==> src/rtl/stkp_pkg.sv <==
package stkp_pkg;
  typedef enum logic [2:0] {
    OP_IDLE  = 3'd0,
    OP_PUSH  = 3'd1,
    OP_POP   = 3'd2,
    OP_LOAD  = 3'd3,
    OP_CLASH = 3'd4
  } stk_op_e;
endpackage

==> src/rtl/stkp_arbiter.sv <==
module stkp_arbiter
  import stkp_pkg::*;
(
  input  logic    push_valid,
  input  logic    pop_valid,
  input  logic    sp_load,
  output logic    push_ready,
  output logic    pop_ready,
  output stk_op_e op
);
  always_comb begin
    push_ready = !pop_valid && !sp_load;
    pop_ready  = !push_valid && !sp_load;
    if (sp_load)                      op = OP_LOAD;
    else if (push_valid && pop_valid) op = OP_CLASH;
    else if (push_valid)              op = OP_PUSH;
    else if (pop_valid)               op = OP_POP;
    else                              op = OP_IDLE;
  end
endmodule

==> src/rtl/stkp_pointer.sv <==
module stkp_pointer
  import stkp_pkg::*;
#(
  parameter int unsigned PTR_W = 8,
  parameter logic [PTR_W-1:0] RESET_SP = 8'h07
) (
  input  logic             clk,
  input  logic             rst_n,
  input  stk_op_e          op,
  input  logic [PTR_W-1:0] load_value,
  output logic [PTR_W-1:0] sp,
  output logic [PTR_W-1:0] sp_inc,
  output logic             ovf_pulse,
  output logic             unf_pulse
);
  localparam logic [PTR_W-1:0] TOP = {PTR_W{1'b1}};
  localparam logic [PTR_W-1:0] BOT = {PTR_W{1'b0}};
  localparam logic [PTR_W-1:0] ONE = {{(PTR_W-1){1'b0}}, 1'b1};

  logic [PTR_W-1:0] sp_dec;
  logic [PTR_W-1:0] sp_nxt;

  always_comb begin
    sp_inc = sp + ONE;
    sp_dec = sp - ONE;
    case (op)
      OP_LOAD: sp_nxt = load_value;
      OP_PUSH: sp_nxt = sp_inc;
      OP_POP:  sp_nxt = sp_dec;
      default: sp_nxt = sp;
    endcase
  end

  always_ff @(posedge clk) begin
    if (!rst_n) begin
      sp        <= RESET_SP;
      ovf_pulse <= 1'b0;
      unf_pulse <= 1'b0;
    end else begin
      sp        <= sp_nxt;
      ovf_pulse <= (op == OP_PUSH) && (sp == TOP);
      unf_pulse <= (op == OP_POP) && (sp == BOT);
    end
  end
endmodule

==> src/rtl/stkp_ram.sv <==
module stkp_ram #(
  parameter int unsigned ADDR_W = 8,
  parameter int unsigned DATA_W = 8
) (
  input  logic              clk,
  input  logic              rst_n,
  input  logic              we,
  input  logic              re,
  input  logic [ADDR_W-1:0] addr,
  input  logic [DATA_W-1:0] wdata,
  output logic [DATA_W-1:0] rdata,
  output logic              rvalid
);
  localparam int unsigned DEPTH = 1 << ADDR_W;

  logic [DATA_W-1:0] mem [DEPTH];

  always_ff @(posedge clk) begin
    if (we) mem[addr] <= wdata;
    if (re) rdata <= mem[addr];
  end

  always_ff @(posedge clk) begin
    if (!rst_n) rvalid <= 1'b0;
    else        rvalid <= re;
  end
endmodule

==> src/rtl/stack_ptr_unit.sv <==
module stack_ptr_unit
  import stkp_pkg::*;
#(
  parameter int unsigned PTR_W  = 8,
  parameter int unsigned DATA_W = 8,
  parameter logic [PTR_W-1:0] RESET_SP = 8'h07
) (
  input  logic              clk,
  input  logic              rst_n,
  input  logic              push_valid,
  output logic              push_ready,
  input  logic [DATA_W-1:0] push_data,
  input  logic              pop_valid,
  output logic              pop_ready,
  output logic              pop_data_valid,
  output logic [DATA_W-1:0] pop_data,
  input  logic              sp_load,
  input  logic [PTR_W-1:0]  sp_load_value,
  output logic [PTR_W-1:0]  sp,
  output logic [PTR_W-1:0]  ram_addr,
  output logic              ram_we,
  output logic              overflow,
  output logic              underflow
);
  stk_op_e          op;
  logic [PTR_W-1:0] sp_inc;

  stkp_arbiter u_arb (
    .push_valid (push_valid),
    .pop_valid  (pop_valid),
    .sp_load    (sp_load),
    .push_ready (push_ready),
    .pop_ready  (pop_ready),
    .op         (op)
  );

  stkp_pointer #(.PTR_W(PTR_W), .RESET_SP(RESET_SP)) u_ptr (
    .clk        (clk),
    .rst_n      (rst_n),
    .op         (op),
    .load_value (sp_load_value),
    .sp         (sp),
    .sp_inc     (sp_inc),
    .ovf_pulse  (overflow),
    .unf_pulse  (underflow)
  );

  always_comb begin
    ram_we   = (op == OP_PUSH);
    ram_addr = ram_we ? sp_inc : sp;
  end

  stkp_ram #(.ADDR_W(PTR_W), .DATA_W(DATA_W)) u_ram (
    .clk    (clk),
    .rst_n  (rst_n),
    .we     (ram_we),
    .re     (op == OP_POP),
    .addr   (ram_addr),
    .wdata  (push_data),
    .rdata  (pop_data),
    .rvalid (pop_data_valid)
  );
endmodule

==> config.mk <==
export PLATFORM = sky130hd
export DESIGN_NAME = stack_ptr_unit
export DESIGN_NICKNAME = d
export VERILOG_FILES = /design/src/rtl/stkp_pkg.sv /design/src/rtl/stkp_arbiter.sv /design/src/rtl/stkp_pointer.sv /design/src/rtl/stkp_ram.sv /design/src/rtl/stack_ptr_unit.sv
export SDC_FILE = /design/constraint.sdc
export NUM_CORES = 2
export LEC_CHECK = 0
export BUFFER_PORTS_ARGS = -buffer_cell sky130_fd_sc_hd__buf_2
export CORE_MARGIN = 10
export CORE_UTILIZATION = 63
export DETAILED_ROUTE_END_ITERATION = 10
export PLACE_DENSITY = 0.79
export SLEW_MARGIN = 40
export SYNTH_ARGS = -nofsm -noshare
export SYNTH_HDL_FRONTEND = slang
export SYNTH_SLANG_ARGS = --single-unit
==> constraint.sdc <==
create_clock -name clk -period 6.6 [get_ports clk]
set_input_delay 0.33 -clock clk [delete_from_list [all_inputs] [get_ports clk]]
set_output_delay 0.33 -clock clk [all_outputs]
set_load 0.02 [all_outputs]
==> impl_metrics.ini <==
[cells_and_area]
utilization = 0.704
final_nets = 4950
drive_above_1_share = 0.163
seq_area_um2 = 62000
fillers = 7545
multi_input_area_um2 = 18800
final_cell_area_um2 = 91000
area_growth_pct = 11.1

[power]
p_per_area_nw_per_um2 = 306
ir_drop_uv = 249
p_total_uw = 27800
leakage_uw = 0.0298

[synthesis]
ys_warn_count = 0
synth_top_area_frac = 0.754
syn_area_per_cell_um2 = 16.9
synth_seq_area_share = 0.757
synth_cell_types = 79
synth-main-ff-cell = edfxtp_1
ys_async_sr_fraction = 0
synth_edf_count = 2056
synthTopCellsByArea = edfxtp_1 75%, mux4_2 6.6%, mux2i_1 2.5%
syn_inst = 4859
syn_area_um2 = 81900
ys_seq_elements = 2067
yosys.area.top_type = edfxtp_1
synth_fp_nets = 4884

[worst_hold_path]
holdPathStages = 1
holdCritPathClass = input port to flip-flop

[sta]
hold_viol = 0
relSlewSlack = 0.311
finalSetupViolCount = 0
worstMarginPinSlew_ns = 1.02
layout_setup_ws_ns = 1.13
rsz0062_at_grt = no
fin_crit_sh = 0.829
max_clock_freq_mhz = 183
finClkSkew_ns = 0.0356
final.setup.tns_ns = 0
period_needed_ns = 5.47
drv_slew = 0

[die]
core_area_um2 = 129000
start_util = 0.633
placementRows = 132
die_h_um = 381
io_pins = 51
die-area_um2 = 145000
die_width_um = 381

[clocking]
cts.clk_slew.worst_paths_ns = 0.06
insertion_delay_ns = 0.84
cts_buffer_depth = 3
post_cts.repair.setup_buffers = 0
cts_num_sinks = 2067
cts_tree = yes
cts_made_buffers = 195
ctsResizeCount = 0
root_buffer = clkbuf_16
h-tree-depth = 4

[worst_setup_path]
cp.arrival_ns = 6.03
worstPathMaxFanout = 58
r2r_cells = 14
required_ns = 7.16
crit_path_end_kind = flip-flop
crit_type = flip-flop to flip-flop
start_kind = flip-flop

[global_route]
grt_pass1_wl_um = 312000
grt_pass1_vias = 46000
grt_remaining_overflow = 0
antenna_found_initial = 14
grt_usage = 0.288
grt_start_max_net_pins = 179

[drt]
via_per_inst = 7.01
vias = 47800
dr.pass1.iters = 5
ant_nets = 0
wl_per_cell_um = 31.1
drt-initial-drc-count = 8171
route.detailed.drc = 0
routed_wirelength_um = 212000

[place]
io_buffers = 50
dp_slack_ns = 1.23
place_area_um2 = 84400
hpwl_um = 121000
place_congestion = 0.945

[run]
maxCapViolCount = 0

[outcome]
status = completed
## metrics by stage
stage               hold slack, ns  cells
floorplan                    0.419   4859
global placement             0.568   6447
detailed placement           0.569   6450
CTS                         0.0166   6819
global route                0.0326   6821
finish                      0.0103   6829
## cell usage in the layout, fill, tap and decap left out, types with 40 or more instances in the layout
cell / netlist / layout
a211oi_1: 126 / 126
a21oi_1: 244 / 243
buf_2: 128 / 42
buf_4: 12 / 93
clkbuf_1: 150 / 40
clkbuf_16: 0 / 199
clkinv_1: 3 / 43
clkinv_2: 0 / 43
edfxtp_1: 2056 / 2056
mux2i_1: 207 / 207
mux4_2: 241 / 241
nand2_1: 492 / 491
nand3_1: 96 / 85
nor2_1: 367 / 294
nor2_2: 0 / 73
nor4_1: 50 / 40
o211a_1: 74 / 74
o21ai_0: 96 / 95
o22ai_1: 107 / 106
## critical path, stage by stage, from the launching register on
cell and delay [ns]:
dfxtp_1 0.55, inv_1 0.24, ha_1 0.49, nor4bb_4 0.38, buf_4 0.33, a21oi_4 0.09
inv_8 0.23, buf_16 0.40, buf_12 0.28, mux4_2 0.32, mux2i_1 0.23, o22ai_1 0.10
o21ai_0 0.49, o2111ai_1 0.39, or4b_1 0.56
## cells by family after synthesis
logic type,Yosys count,synth area share
flip-flops,2067,0.757
AND/OR/NAND/NOR,1106,0.0571
AO/OA/AOI/OAI,869,0.0719
multiplexers,462,0.0939
buffers and inverters,343,0.0191
XOR/XNOR,8,0.000856
adder cells (fa/ha/maj),4,0.000611
## what timing repair did
action                     CTS  global route
hold buffers                18             0
setup endpoints to repair    0             0
hold endpoints to repair   155             0
## power breakdown
part           switching (uW)  internal, uW
sequential               24.2         14500
clock                    4770          6060
combinational            1690           844
total                    6490         21400
## sequential cells by signal, summed over array words and instances (netlist names)
register,cells
u_ram.rvalid,1
u_ram.mem,2048
u_ptr.sp,8
u_ptr.ovf_pulse,1
u_ram.rdata,8
u_ptr.unf_pulse,1
## metal layers
metal	up-vias	track usage	part of all wire
li1	19500	-	-
met1	23900	0.399	0.36
met2	3808	0.431	0.46
met3	627	0.0789	0.13
met4	8	0.129	0.049
met5	-	0	0.00024
## layout make-up
type | count | share of cell area
sequential | 2067 | 0.681
multi-input combinational | 2449 | 0.207
clock buffer | 239 | 0.0564
tap | 1742 | 0.0240
timing repair buffer | 194 | 0.0203
clock inverter | 112 | 0.0106
inverter | 18 | 0.000921
antenna | 8 | 0.000220
## path summary, 6_finish.rpt
check / from / to / slack (ns)
worst max-delay path: u_ptr.sp[0]$_SDFFE_PN1P_ / u_ram.rdata[6]$_DFFE_PP_ / 1.13
worst min-delay path: push_data[1] / u_ram.mem[13][1]$_DFFE_PP_ / 0.01
worst max register to register: u_ptr.sp[0]$_SDFFE_PN1P_ / u_ram.rdata[6]$_DFFE_PP_ / 1.13
worst min register to register: u_ptr.sp[5]$_SDFFE_PN0P_ / u_ptr.sp[5]$_SDFFE_PN0P_ / 0.72
## synth_stat cells (all sizes together), types with 8 or more instances
master   count
o22a        10
clkbuf     150
o2111ai      8
a211oi     127
nor3        28
edfxtp    2056
buf        175
a221oi      15
o22ai      107
o211ai       9
o2bb2ai     12
mux2        12
nor4        50
nand4       19
mux4       243
mux2i      207
dfxtp       11
nand3       96
a31oi       30
o221ai      23
a22oi       30
or3         12
nand2      492
nor2       368
a21oi      245
inv         15
a32oi       10
o211a       74
o21ai       97
a22o        18
No activity file was read; power rests on OpenSTA's default activity.
